==> src/rtl/idx_flat_pkg.sv <==
package idx_flat_pkg;
  localparam int GLOB_PER_LVL = 8;
  localparam int WIN_STRIDE   = 16;

  typedef enum logic [1:0] {
    K_GLOB  = 2'd0,
    K_WIN   = 2'd1,
    K_MICRO = 2'd2,
    K_BAD   = 2'd3
  } idx_kind_e;

  typedef enum logic [1:0] {
    SEL_CUR  = 2'd0,
    SEL_PREV = 2'd1,
    SEL_NEXT = 2'd2
  } win_sel_e;
endpackage

==> src/rtl/idx_flat_ctx.sv <==
module idx_flat_ctx #(
  parameter int NWIN   = 8,
  parameter int MAX_GL = 3,
  parameter int CW     = 3,
  parameter int GW     = 2
) (
  input  logic          clk_i,
  input  logic          rst_ni,
  input  logic          cwp_we_i,
  input  logic [CW-1:0] cwp_wdata_i,
  input  logic          gl_we_i,
  input  logic [GW-1:0] gl_wdata_i,
  output logic [CW-1:0] cwp_o,
  output logic [GW-1:0] gl_o
);
  logic cwp_ok, gl_ok;
  // out-of-range values are dropped (only reachable for non power-of-two sizes)
  assign cwp_ok = int'(cwp_wdata_i) < NWIN;
  assign gl_ok  = int'(gl_wdata_i) <= MAX_GL;

  always_ff @(posedge clk_i or negedge rst_ni) begin
    if (!rst_ni) begin
      cwp_o <= '0;
      gl_o  <= '0;
    end else begin
      if (cwp_we_i && cwp_ok) cwp_o <= cwp_wdata_i;
      if (gl_we_i && gl_ok)   gl_o  <= gl_wdata_i;
    end
  end

  p_cwp_write_r8: assert property (@(posedge clk_i) disable iff (!rst_ni)
    (cwp_we_i && cwp_ok) |=> (cwp_o == $past(cwp_wdata_i)));
  p_cwp_hold_r8: assert property (@(posedge clk_i) disable iff (!rst_ni)
    !cwp_we_i |=> $stable(cwp_o));
  p_gl_write_r8: assert property (@(posedge clk_i) disable iff (!rst_ni)
    (gl_we_i && gl_ok) |=> (gl_o == $past(gl_wdata_i)));
  p_gl_hold_r8: assert property (@(posedge clk_i) disable iff (!rst_ni)
    !gl_we_i |=> $stable(gl_o));
endmodule

==> src/rtl/idx_flat_decode.sv <==
module idx_flat_decode import idx_flat_pkg::*; #(
  parameter int NUM_ARCH  = 32,
  parameter int NUM_MICRO = 8,
  parameter int IW        = 7,
  parameter int LW        = 5
) (
  input  logic [IW-1:0] idx_i,
  output idx_kind_e     kind_o,
  output win_sel_e      sel_o,
  output logic [LW-1:0] loc_o
);
  localparam int B_MICRO = NUM_ARCH;
  localparam int B_PREV  = NUM_ARCH + NUM_MICRO;
  localparam int B_NEXT  = 2 * NUM_ARCH + NUM_MICRO;
  localparam int B_END   = 3 * NUM_ARCH + NUM_MICRO;

  always_comb begin
    int v;
    int rel;
    v      = int'(idx_i);
    rel    = v;
    kind_o = K_WIN;
    sel_o  = SEL_CUR;
    if (v < B_MICRO) begin
      rel = v;
    end else if (v < B_PREV) begin
      rel    = v - B_MICRO;
      kind_o = K_MICRO;
    end else if (v < B_NEXT) begin
      rel   = v - B_PREV;
      sel_o = SEL_PREV;
    end else if (v < B_END) begin
      rel   = v - B_NEXT;
      sel_o = SEL_NEXT;
    end else begin
      rel    = 0;
      kind_o = K_BAD;
    end
    if (kind_o == K_WIN && rel < GLOB_PER_LVL) kind_o = K_GLOB;
    loc_o = LW'(rel);
  end
endmodule

==> src/rtl/idx_flat_rotate.sv <==
module idx_flat_rotate import idx_flat_pkg::*; #(
  parameter int NWIN = 8,
  parameter int CW   = 3,
  parameter int LW   = 5,
  parameter int RW   = 7
) (
  input  logic [CW-1:0] cwp_i,
  input  win_sel_e      sel_i,
  input  logic [LW-1:0] loc_i,
  output logic [RW-1:0] slot_o
);
  localparam int RING = NWIN * WIN_STRIDE;

  logic [CW-1:0] win;

  always_comb begin
    unique case (sel_i)
      SEL_PREV: win = (cwp_i == '0) ? CW'(NWIN - 1) : cwp_i - CW'(1);
      SEL_NEXT: win = (int'(cwp_i) == NWIN - 1) ? '0 : cwp_i + CW'(1);
      default:  win = cwp_i;
    endcase
  end

  // ring offset without a divider: bias by RING, then one conditional subtract
  always_comb begin
    int sum;
    sum = int'(loc_i) - GLOB_PER_LVL + RING - int'(win) * WIN_STRIDE;
    if (sum >= RING) sum = sum - RING;
    slot_o = RW'(sum);
  end
endmodule

==> src/rtl/idx_flat_top.sv <==
module idx_flat_top import idx_flat_pkg::*; #(
  parameter int NWIN      = 8,
  parameter int MAX_GL    = 3,
  parameter int NUM_ARCH  = 32,
  parameter int NUM_MICRO = 8,
  parameter bit REG_OUT   = 1'b1,
  localparam int IDX_N    = 3 * NUM_ARCH + NUM_MICRO,
  localparam int NUM_GLOB = (MAX_GL + 1) * GLOB_PER_LVL,
  localparam int RING     = NWIN * WIN_STRIDE,
  localparam int PHYS_N   = NUM_GLOB + RING + NUM_MICRO,
  localparam int IW       = $clog2(IDX_N),
  localparam int PIW      = $clog2(PHYS_N),
  localparam int CW       = $clog2(NWIN),
  localparam int GW       = $clog2(MAX_GL + 1)
) (
  input  logic           clk_i,
  input  logic           rst_ni,
  input  logic           cwp_we_i,
  input  logic [CW-1:0]  cwp_wdata_i,
  input  logic           gl_we_i,
  input  logic [GW-1:0]  gl_wdata_i,
  input  logic           in_valid_i,
  input  logic [IW-1:0]  idx_i,
  output logic           out_valid_o,
  output logic [PIW-1:0] phys_idx_o,
  output logic           illegal_o
);
  localparam int LW = $clog2(NUM_ARCH > NUM_MICRO ? NUM_ARCH : NUM_MICRO);
  localparam int RW = $clog2(RING);

  logic [CW-1:0]  cwp_q;
  logic [GW-1:0]  gl_q;
  idx_kind_e      kind;
  win_sel_e       sel;
  logic [LW-1:0]  loc;
  logic [RW-1:0]  slot;
  logic [PIW-1:0] phys_d;
  logic           bad_d;

  idx_flat_ctx #(.NWIN(NWIN), .MAX_GL(MAX_GL), .CW(CW), .GW(GW)) u_ctx (
    .clk_i, .rst_ni, .cwp_we_i, .cwp_wdata_i, .gl_we_i, .gl_wdata_i,
    .cwp_o(cwp_q), .gl_o(gl_q)
  );

  idx_flat_decode #(.NUM_ARCH(NUM_ARCH), .NUM_MICRO(NUM_MICRO), .IW(IW), .LW(LW)) u_dec (
    .idx_i, .kind_o(kind), .sel_o(sel), .loc_o(loc)
  );

  idx_flat_rotate #(.NWIN(NWIN), .CW(CW), .LW(LW), .RW(RW)) u_rot (
    .cwp_i(cwp_q), .sel_i(sel), .loc_i(loc), .slot_o(slot)
  );

  always_comb begin
    phys_d = '0;
    bad_d  = 1'b0;
    unique case (kind)
      K_GLOB:  phys_d = PIW'(int'(loc) + int'(gl_q) * GLOB_PER_LVL);
      K_WIN:   phys_d = PIW'(NUM_GLOB + int'(slot));
      K_MICRO: phys_d = PIW'(NUM_GLOB + RING + int'(loc));
      default: bad_d  = 1'b1;
    endcase
  end

  generate
    if (REG_OUT) begin : g_reg
      always_ff @(posedge clk_i or negedge rst_ni) begin
        if (!rst_ni) begin
          out_valid_o <= 1'b0;
          phys_idx_o  <= '0;
          illegal_o   <= 1'b0;
        end else begin
          out_valid_o <= in_valid_i;
          phys_idx_o  <= in_valid_i ? phys_d : '0;
          illegal_o   <= in_valid_i & bad_d;
        end
      end

      p_valid_next_r7: assert property (@(posedge clk_i) disable iff (!rst_ni)
        in_valid_i |=> out_valid_o);
      p_idle_next_r7: assert property (@(posedge clk_i) disable iff (!rst_ni)
        !in_valid_i |=> !out_valid_o);
      p_flag_range_r6: assert property (@(posedge clk_i) disable iff (!rst_ni)
        (in_valid_i && int'(idx_i) >= IDX_N) |=> illegal_o);
      p_flag_legal_r6: assert property (@(posedge clk_i) disable iff (!rst_ni)
        (in_valid_i && int'(idx_i) < IDX_N) |=> !illegal_o);
    end else begin : g_comb
      assign out_valid_o = in_valid_i;
      assign phys_idx_o  = in_valid_i ? phys_d : '0;
      assign illegal_o   = in_valid_i & bad_d;
    end
  endgenerate

  p_no_map_r6: assert property (@(posedge clk_i) disable iff (!rst_ni)
    (out_valid_o && illegal_o) |-> (phys_idx_o == '0));
  p_quiet_r7: assert property (@(posedge clk_i) disable iff (!rst_ni)
    !out_valid_o |-> (!illegal_o && phys_idx_o == '0));
  p_in_array_r2: assert property (@(posedge clk_i) disable iff (!rst_ni)
    (out_valid_o && !illegal_o) |-> (int'(phys_idx_o) < PHYS_N));
endmodule

==> config.mk <==
export PLATFORM = sky130hd
export DESIGN_NAME = idx_flat_top
export DESIGN_NICKNAME = d
export VERILOG_FILES = /design/src/rtl/idx_flat_pkg.sv /design/src/rtl/idx_flat_ctx.sv /design/src/rtl/idx_flat_decode.sv /design/src/rtl/idx_flat_rotate.sv /design/src/rtl/idx_flat_top.sv
export SDC_FILE = /design/constraint.sdc
export NUM_CORES = 1
export LEC_CHECK = 0
export ABC_AREA = 1
export BUFFER_PORTS_ARGS = -buffer_cell sky130_fd_sc_hd__buf_2
export CORE_MARGIN = 2
export CORE_UTILIZATION = 37
export DETAILED_ROUTE_END_ITERATION = 16
export PLACE_DENSITY = 0.6
export RECOVER_POWER = 50
export SYNTH_ARGS = -nofsm -noshare
export SYNTH_HDL_FRONTEND = slang
export SYNTH_SLANG_ARGS = --single-unit
export TNS_END_PERCENT = 1
==> constraint.sdc <==
create_clock -name clk_i -period 6.7 [get_ports clk_i]
set_input_delay 0.67 -clock clk_i [delete_from_list [all_inputs] [get_ports clk_i]]
set_output_delay 0.67 -clock clk_i [all_outputs]
set_load 0.05 [all_outputs]
==> results of run 1 <==
metal layers:
layer	track usage, %	up-vias	share of wire [%]
li1	-	623	-
met1	16.9	493	50
met2	22.4	27	46
met3	0.704	0	4.2
met4	4.89	0	0
met5	0	-	0
flip-flops by register name, summed over array words and instances (netlist names):
name	flops
u_ctx.gl_o	2
out_valid_o	1
phys_idx_o	8
illegal_o	1
u_ctx.cwp_o	3
critical path, cell delays in order:
cell and delay (ps):
buf_2 170, inv_2 90, ha_1 250, inv_1 190, nand2_1 100, nor2_1 140
inv_1 60, ha_1 320, inv_1 100, o21ai_0 80, a21oi_1 130, a21oi_1 60
ha_1 280, ha_1 340, a21oi_1 170, o21a_1 150, o21ai_2 60, xor2_1 160
ha_1 290, nand2_1 70, nor2_1 30
worst max-delay path by stage:
stage | from | to | slack [ps]
after floorplan | idx_i[5] | phys_idx_o[6]$_DFF_PN0_ | 3130
after global placement | idx_i[6] | phys_idx_o[6]$_DFF_PN0_ | 2800
after detailed placement | idx_i[6] | phys_idx_o[6]$_DFF_PN0_ | 2700
after CTS | idx_i[6] | phys_idx_o[6]$_DFF_PN0_ | 2980
after global routing | idx_i[6] | phys_idx_o[6]$_DFF_PN0_ | 2720
final | idx_i[6] | phys_idx_o[6]$_DFF_PN0_ | 2950
area by class of cell:
cell class	count	area share (%)
clock buffers	4	1.71
repair buffers	26	8.16
flip-flops and latches	15	24.5
inverters	34	8.32
multi-input cells	128	53.6
well taps	46	3.75
cell usage after synthesis (all sizes together):
cell type	number
nor2	14
inv	34
nand2	43
mux2	1
xor2	1
nand3b	1
fa	1
nand3	14
nor3	2
ha	20
o22ai	1
dfrtp	15
a21oi	14
o21ai	11
nand4	2
xnor2	2
o21a	1
power by group:
group | switching [mW] | internal (mW) | leakage, nW
Combinational | 0.123 | 0.0673 | 0.659
Sequential | 0.00434 | 0.102 | 0.190
Clock | 0.0251 | 0.0230 | 0.0150
Total | 0.152 | 0.193 | 0.865
through the flow:
step                      instances  setup slack [ps]  hold slack, ps  utilization, %  instance area [µm²]
final                           253              2950             432            45.3                 1530
after global routing            253              2720             487            45.3                 1530
after CTS                       253              2980             282            45.4                 1540
after detailed placement        249              2700             508            44.6                 1510
after global placement          249              2800             516            44.6                 1510
after floorplan                 177              3130             374               -                 1330
kinds of logic after synthesis:
logic type               share of synthesized area (%)
AND/OR/NAND/NOR                                   27.2
buffers and inverters                             9.63
AO/OA/AOI/OAI                                     11.6
adder cells (fa/ha/maj)                           20.4
flip-flops                                        28.3
XOR/XNOR                                          1.98
multiplexers                                     0.850
==> metrics.txt, run 1 <==
internal reg-to-reg setup slack=3920 ps; diode count=0; vias in the first global route=1047; r2r worst-path depth=15; Mapped Avg Cell Area=roughly 7.5 µm²; Slew HR=49.3%; initial antenna violation count=0; first-pass GRT wire length=~4.3 mm; Worst setup SP type=input port; Yosys reg bits=15; most frequent cells in the layout=nand2_1 (36), inv_1 (31), buf_2 (22); Setup crit end kind=register; Final Max Slew Viols=0; distinct cell type count after synthesis=26; peak supply drop=59.8 µV; htree depth=1; clk slew on worst S/H paths=about 80 ps; HP Class=in2async; Final Cycle Share=a little under three fifths; RSZ-0062 raised after global routing=no; Reg2Reg Launch Point=u_ctx.cwp_o[0]$_DFFE_PN0P_; Die H=63.8 µm; leading area contributor after synthesis=dfrtp_1; WL per Instance=around 9.6 µm; drt pass-1 iters=4; Die X-Extent=about 64 µm; Pwr per Cell Area=225 nW/µm²; Net Count, Synth=215; Residual DRC=0; Sink Count=15; DRT iter0 DRCs=44; register area=between 300 and 400 µm²; TNS Setup=0 ps; layout cells sized above 1=~22%; total of max-cap violations=0; I/O Pins=27; crit-path max FO=7; largest net degree at the start of global routing=16; final hold violations=0; post-route ant nets=0; Worst R2R End=phys_idx_o[6]$_DFF_PN0_; maximum clock rate=267 MHz; LEAKAGE=a little under 0.9 nW; Nets=~250; Total GRT Usage=12.9%; CTS Buf Count=3; Worst-Margin Slew=760 ps; Synth-to-Final Area Change=15.8%; Filler Cell Count=roughly 350; Critical Path RT=6850 ps; drt total wl=2.43 mm; largest cells by area after synthesis=dfrtp_1 (28%), ha_1 (19%), nand2_1 (10%); IO Port Bufs=26; Core Area=3390 µm²; PostCTS Resize Cnt=0; Syn Inst Count=roughly 180; Final Setup Violations=0; via count=roughly 1100; row cnt=21; synthesized area=around 1300 µm²; Synth top area share=approximately 28%; Seq/Total Area, Yosys=28.3%; CTS tree=yes; Hold Buf Count CTS=0; YS warnings=0; GPL Wtd Cong=roughly 0.82; crit path time final=3750 ps; Layout Skew=9.07 ps; Post-CTS Setup Bufs=0; Via density=~4.5; clk root buf=clkbuf_4; HPWL Detailed=2.11 mm; most common cell after layout, fill and taps aside=nand2_1; Final Power=approximately 0.34 mW; initial core utilization=between 30% and 40%; worst skew pair latency=270 ps; Die Area=slightly above 4000 µm²; Setup CP Type=in2reg; area occupied by multi-input gates=between 800 and 900 µm²; status=finished, final reports clean; critical path arrival=3900 ps; total gr overflow=0; Max clock buf depth=2
Power figures use the tool's default switching activity.
==> inputs of run 2 (changes only) <==
ABC_AREA = 0   (was 1)
clock period = 3.8 ns   (was 6.7 ns; I/O delays follow)
==> run 2 against run 1 <==
  * First-iteration DRC count shrank 48%
  * Core utilization is essentially flat
  * Wire length rose by 12%
  * Worst hold slack worse by 150 ps
  * Power rose by 73%
  * Die area decreased by 0.17%
  * Critical endpoint is now phys_idx_o[7]$_DFF_PN0_
  * Largest power group unchanged
==> metrics.txt, run 2 <==
status=finished, final reports clean; Final Max Slew Viols=0 (unchanged); r2r worst-path depth=15 (unchanged); post-route ant nets=0 (unchanged); TNS Setup=0 ps (unchanged); largest cells by area after synthesis=dfrtp_1 (28%), ha_1 (19%), inv_1 (4.5%); ys flop type=dfrtp_1; peak supply drop=142 µV (+140%); most used cell, CP=ha_1; layout cells sized above 1=19.8% (-2.4 points); CP max stage delay=360 ps (+20 ps); Mapped Avg Cell Area=8.94 µm² (+19%); Worst setup SP type=input port; row cnt=21 (unchanged); final hold violations=0 (unchanged); commonest cells in the netlist=ha_1 (20), inv_1 (16), dfrtp_1 (15); Die H=63.8 µm (about the same); DP Cell Count=218 (-12%); HPWL Detailed=2.27 mm (+7.6%); Logic pwr share=54.2% (-0.9 points); met3 Usage GRT=1.41% (+0.70 points); Final Setup Violations=0 (unchanged); htree depth=1 (unchanged); Final Cycle Share=88.6%; Largest register FFs=8 (unchanged); vias in the first global route=1075 (+2.7%); Nets=216 (-12%); Core Area=3390 µm² (unchanged); Syn Inst Count=148 (-16%); Max clock buf depth=2 (unchanged); initial antenna violation count=0 (unchanged); Finished Layout Cells=223 (-12%); CP Depth=17 (-19%); IO Port Bufs=26 (unchanged); initial core utilization=39.0% (-0.074 points); worst skew pair latency=280 ps (about the same); Synth-to-Final Area Change=16.1%; CTS tree=yes; Total GRT Usage=14.9% (+2.0 points); Layout Skew=3.44 ps (-5.63 ps); crit-path max FO=9 (+2); maximum clock rate=between 200 and 300 MHz; total of max-cap violations=0 (unchanged); YS warnings=0 (unchanged); GR Layer Usage met2=23.3% (+0.91 points); hold path depth=1; Seq/Total Area, Yosys=28.4% (+0.054 points); clock power share=14.5% (+0.5 points); GPL Wtd Cong=0.933 (+14%); CP Cell Sequence=buf_2, inv_1, ha_1, nand2b_1, o221ai_1, mux2_2, ha_1, inv_1, ha_1, ha_1, nor2_1, o311ai_0, a21oi_1, nor2_1, ha_1, nor3_1, nor3_1; diode count=0 (unchanged); switching power total=0.254 mW (+67%); crit path time final=approximately 3400 ps; switching share of total power=42.5% (-1.6 points); Via density=5.15 (+14%); via count=1149 (+0.52%); drt pass-1 iters=4 (unchanged); Setup crit end kind=register; Largest regs=phys_idx_o x8, u_ctx.cwp_o x3, u_ctx.gl_o x2; Pwr per Cell Area=390 nW/µm² (+73%); most frequent cells in the layout=buf_2 (24), ha_1 (20), inv_1 (16); Die X-Extent=63.8 µm (about the same); first-pass GRT wire length=4.80 mm (+12%); CTS Buf Count=3 (unchanged); Residual DRC=0 (unchanged); Worst Path Buf+Inv=3 (-2); share of power burned in registers=31.4% (+0.5 points); RSZ-0062 raised after global routing=no; distinct cell type count after synthesis=43 (+65%); Cell Int Power=0.344 mW (+79%); drt total wl=2.72 mm (+12%); EDFF count, synth=0 (unchanged); most common cell after layout, fill and taps aside=buf_2; Yosys reg bits=15 (unchanged); clk root buf=clkbuf_4; Top delay family on crit path=adder cells; total gr overflow=0 (unchanged); WL per Instance=12.2 µm (+27%); Critical Path RT=3950 ps (-2900 ps); Net Count, Synth=186 (-13%); LEAKAGE=0.771 nW (-11%); busiest metal layer after global routing=met2; leading area contributor after synthesis=dfrtp_1; largest register by flop count=phys_idx_o; HP Class=in2reg; largest net degree at the start of global routing=16 (unchanged); synthesized area=1320 µm² (-0.19%); Slew HR=50.0% (+0.71 points); Setup CP Type=in2reg; Synth top area share=28.4% (+0.054 points); Post-synth ARST share=100% (unchanged); most frequent cell after synthesis=ha_1; clk slew on worst S/H paths=80 ps (about the same); Die Area=4070 µm² (-0.17%); I/O Pins=27 (unchanged); Sink Count=15 (unchanged); highest-delay cell along the critical path=mux2_2; Worst-Margin Slew=749 ps (-10.7 ps); critical path arrival=3510 ps (-390 ps); GRT met1 Usage=20.6% (+3.8 points); DRT iter0 DRCs=23 (-48%)
## run 2: cell count changes after synthesis, moves of 3 or more
cell / change
nand2_1: -25
inv_1: -15
nand3_1: -11
nor3_1: +7
nand2_2: -6
nor2b_1: +6
a21oi_1: -4
and2_1: +4
nor2_2: -4
a21oi_2: -3
inv_2: -3
## run 2: final cells by class
| cell class | count | area (µm²) |
|---|---|---|
| Tap cell | 46 | 57.6 |
| Multi-Input combinational cell | 114 | 871 |
| Timing Repair Buffer | 28 | 145 |
| Fill cell | 332 | 1850 |
| Inverter | 16 | 60.1 |
| Clock buffer | 4 | 26.3 |
| Sequential cell | 15 | 375 |
## run 2: cell families (layout without fill, tap and decap cells)
| group | count (synthesis) | count (layout) | share of synthesized area (%) |
|---|---|---|---|
| AOI/OAI and AO/OA | 37 | 37 | 21.5 |
| xor gates and xnor gates | 3 | 3 | 1.99 |
| adders and majority gates | 21 | 21 | 20.4 |
| buffers and inverters | 19 | 48 | 5.77 |
| DFF | 15 | 15 | 28.4 |
| muxes | 4 | 4 | 3.22 |
| and+or+nand+nor | 49 | 49 | 18.7 |
## run 2: path summary, 6_finish.rpt
kind,start,endpoint,slack [ps]
max,idx_i[3],phys_idx_o[7]$_DFF_PN0_,430
min,in_valid_i,out_valid_o$_DFF_PN0_,290
max reg2reg,u_ctx.cwp_o[0]$_DFFE_PN0P_,phys_idx_o[7]$_DFF_PN0_,950
min reg2reg,u_ctx.gl_o[0]$_DFFE_PN0P_,u_ctx.gl_o[0]$_DFFE_PN0P_,520
max in group asynchronous,rst_ni,phys_idx_o[2]$_DFF_PN0_,2660
min in group asynchronous,rst_ni,u_ctx.gl_o[1]$_DFFE_PN0P_,670
## run 2: power groups by stage
stage | clock [mW] | sequential (mW) | combinational, mW
after floorplan | 0 | 0.250 | 0.194
after global placement | 0 | 0.191 | 0.320
after detailed placement | 0 | 0.191 | 0.324
after CTS | 0.0889 | 0.188 | 0.327
after global routing | 0.102 | 0.190 | 0.370
final | 0.0865 | 0.188 | 0.324
## run 2: metrics by stage
stage                     setup slack [ps]  total power, mW  instance area [µm²]  utilization (%)  hold WS [ps]
final                                  435            0.598                 1540             45.3           285
after global routing                   106            0.663                 1540             45.3           281
after CTS                              441            0.603                 1540             45.4           261
after detailed placement               146            0.515                 1500             44.3           293
after global placement                 217            0.511                 1500             44.3           287
after floorplan                        479            0.444                 1320                -          84.4
## run 2: what timing repair did
item,in CTS,in global routing
hold buffers,1,0
resized for setup,0,0
endpoints found under the hold margin,15,0
buffers inserted,0,0
## run 2: layer usage
layer / wire, µm / share of wire [%]
met1: 1320 / 49
met2: 1220 / 45
met3: 123 / 4.5
met4: 49 / 1.8
met5: 0 / 0
==> inputs of run 3 (changes only) <==
RECOVER_POWER = default   (was 50)
==> run 3 against run 2 <==
  * Clock power about the same
  * Fmax decreased by 0.20%
  * Worst hold slack lost 22 ps
  * Sequential cell count unchanged
  * Sequential share of layout area about the same
  * Global-route usage did not move
  * Critical path depth unchanged
  * Clock-buffer cell count unchanged
  * Sequential power about the same
  * Combinational power about the same
  * Largest cell class unchanged
  * Largest power group unchanged
==> metrics.txt, run 3 (synthesis gave the netlist of run 2 again) <==
Residual DRC=0 (unchanged); Critical Path RT=3950 ps (about the same); Layout Skew=3.44 ps (unchanged); Final Cycle Share=88.7% (+0.18 points); TNS Setup=0 ps (unchanged); Final Power=0.599 mW (about the same); Worst setup SP type=input port; GPL Wtd Cong=0.933 (unchanged); row cnt=21 (unchanged); Placed Area=1500 µm² (unchanged); maximum clock rate=297 MHz (-0.20%); Largest register FFs=8 (unchanged); Core Area=3390 µm² (unchanged); vias in the first global route=1075 (unchanged); LEAKAGE=0.777 nW (+0.71%); Filler Cell Count=330 (-0.60%); r2r worst-path depth=15 (unchanged); Sink Count=15 (unchanged); layout cells sized above 1=20.9% (+1.1 points); HP Class=in2reg; Final Max Slew Viols=0 (unchanged); peak supply drop=142 µV (about the same); RSZ-0062 raised after global routing=no; CTS Buf Count=3 (unchanged); Worst R2R End=phys_idx_o[7]$_DFF_PN0_; crit-path max FO=12 (+3); DRT iter0 DRCs=23 (unchanged); most frequent cells in the layout=buf_2 (26), ha_1 (20), inv_1 (16); Largest regs=phys_idx_o x8, u_ctx.cwp_o x3, u_ctx.gl_o x2; Synth-to-Final Area Change=16.3%; first-pass GRT wire length=4.80 mm (unchanged); critical path arrival=3520 ps (about the same); most common cell after layout, fill and taps aside=buf_2; diode count=0 (unchanged); HPWL Detailed=2.27 mm (unchanged); Max clock buf depth=2 (unchanged); Slew HR=56.7% (+6.6 points); Via density=5.16 (about the same); Final Setup Violations=0 (unchanged); Nets=216 (unchanged); worst skew pair latency=280 ps (about the same); Setup CP Type=in2reg; design area=1540 µm² (+0.16%); via count=1150 (+0.087%); internal reg-to-reg setup slack=950 ps (about the same); htree depth=1 (unchanged); post-route ant nets=0 (unchanged); clk root buf=clkbuf_4; Die X-Extent=63.8 µm (unchanged); hold path depth=1 (unchanged); IO Port Bufs=26 (unchanged); crit path time final=3370 ps (+6.76 ps); Worst-Margin Slew=645 ps (-104 ps); PostCTS Resize Cnt=0 (unchanged); Post-CTS Setup Bufs=0 (unchanged); drt pass-1 iters=4 (unchanged); WL per Instance=12.2 µm (+0.44%); status=finished, final reports clean; largest register by flop count=phys_idx_o; hold_sp=in_valid_i; drt total wl=2.73 mm (+0.44%); Hold EP=out_valid_o$_DFF_PN0_; Die Area=4070 µm² (unchanged); total gr overflow=0 (unchanged); Total GRT Usage=14.9% (unchanged); Reg2Reg Launch Point=u_ctx.cwp_o[0]$_DFFE_PN0P_; clk slew on worst S/H paths=80 ps (about the same); I/O Pins=27 (unchanged); Setup crit end kind=register; initial core utilization=39.0% (unchanged); final hold violations=0 (unchanged); CTS tree=yes; Worst Hold Slack=264 ps (-21.8 ps); largest net degree at the start of global routing=16 (unchanged); Pwr per Cell Area=389 nW/µm² (about the same); initial antenna violation count=0 (unchanged); Die H=63.8 µm (unchanged); total of max-cap violations=0 (unchanged)
## run 3: cell count changes in the layout (fill, tap and decap cells not counted)
cell / delta
clkbuf_1: -2
buf_2: +2
## run 3: per-layer routing
layer | global-route usage, % | part of all wire (%) | vias to the layer above | routed length [µm]
met5 | 0 | 0 | - | 0
met4 | 7.07 | 1.8 | 0 | 49
met3 | 1.41 | 4.3 | 5 | 117
met2 | 23.3 | 45 | 30 | 1230
met1 | 20.6 | 49 | 527 | 1330
li1 | - | - | 588 | -
## run 3: timing repair
item                                    in CTS  in global routing
endpoints found under the setup margin       0                  0
hold buffers                                 1                  0
hold endpoints to repair                    15                  0
## run 3: how the worst max path moves through the flow
stage | startpoint | endpoint | slack, ps | cells after the start
global placement | idx_i[3] | phys_idx_o[7]$_DFF_PN0_ | 220 | 17
global route | idx_i[6] | phys_idx_o[7]$_DFF_PN0_ | 110 | 17
CTS | idx_i[3] | phys_idx_o[7]$_DFF_PN0_ | 440 | 17
detailed placement | idx_i[6] | phys_idx_o[7]$_DFF_PN0_ | 150 | 17
floorplan | idx_i[6] | phys_idx_o[7]$_DFF_PN0_ | 480 | 18
finish | idx_i[6] | phys_idx_o[7]$_DFF_PN0_ | 430 | 17
## run 3: cell type report
class	count	area, µm²	area share [%]
multi-input combinational	114	871	56.6
sequential	15	375	24.4
timing repair buffer	28	148	9.60
inverter	16	60.1	3.91
tap	46	57.6	3.74
clock buffer	4	26.3	1.71
## run 3: critical path: stages
cell     delay (ps)
buf_2           220
inv_1           130
ha_1            300
a21oi_1         230
nand2_1         110
ha_1            390
nor3_1          220
a21oi_1          60
ha_1            300
ha_1            340
nor2_1          110
nor2_1           60
a21oi_1         190
nor2_1           60
ha_1            180
nor3_1          180
nor3_1           60
## run 3: power breakdown
part           switching, mW  total (mW)  internal, mW
registers            0.00739       0.188         0.180
clock network         0.0457      0.0865        0.0407
logic                  0.201       0.325         0.123
## run 3: per-stage QoR
stage | instances | util [%] | setup WS (ps)
2_1_floorplan | 148 | - | 479
3_3_place_gp | 218 | 44.3 | 217
3_5_place_dp | 218 | 44.3 | 146
4_1_cts | 223 | 45.4 | 441
5_1_grt | 223 | 45.4 | 106
6_report | 223 | 45.4 | 428
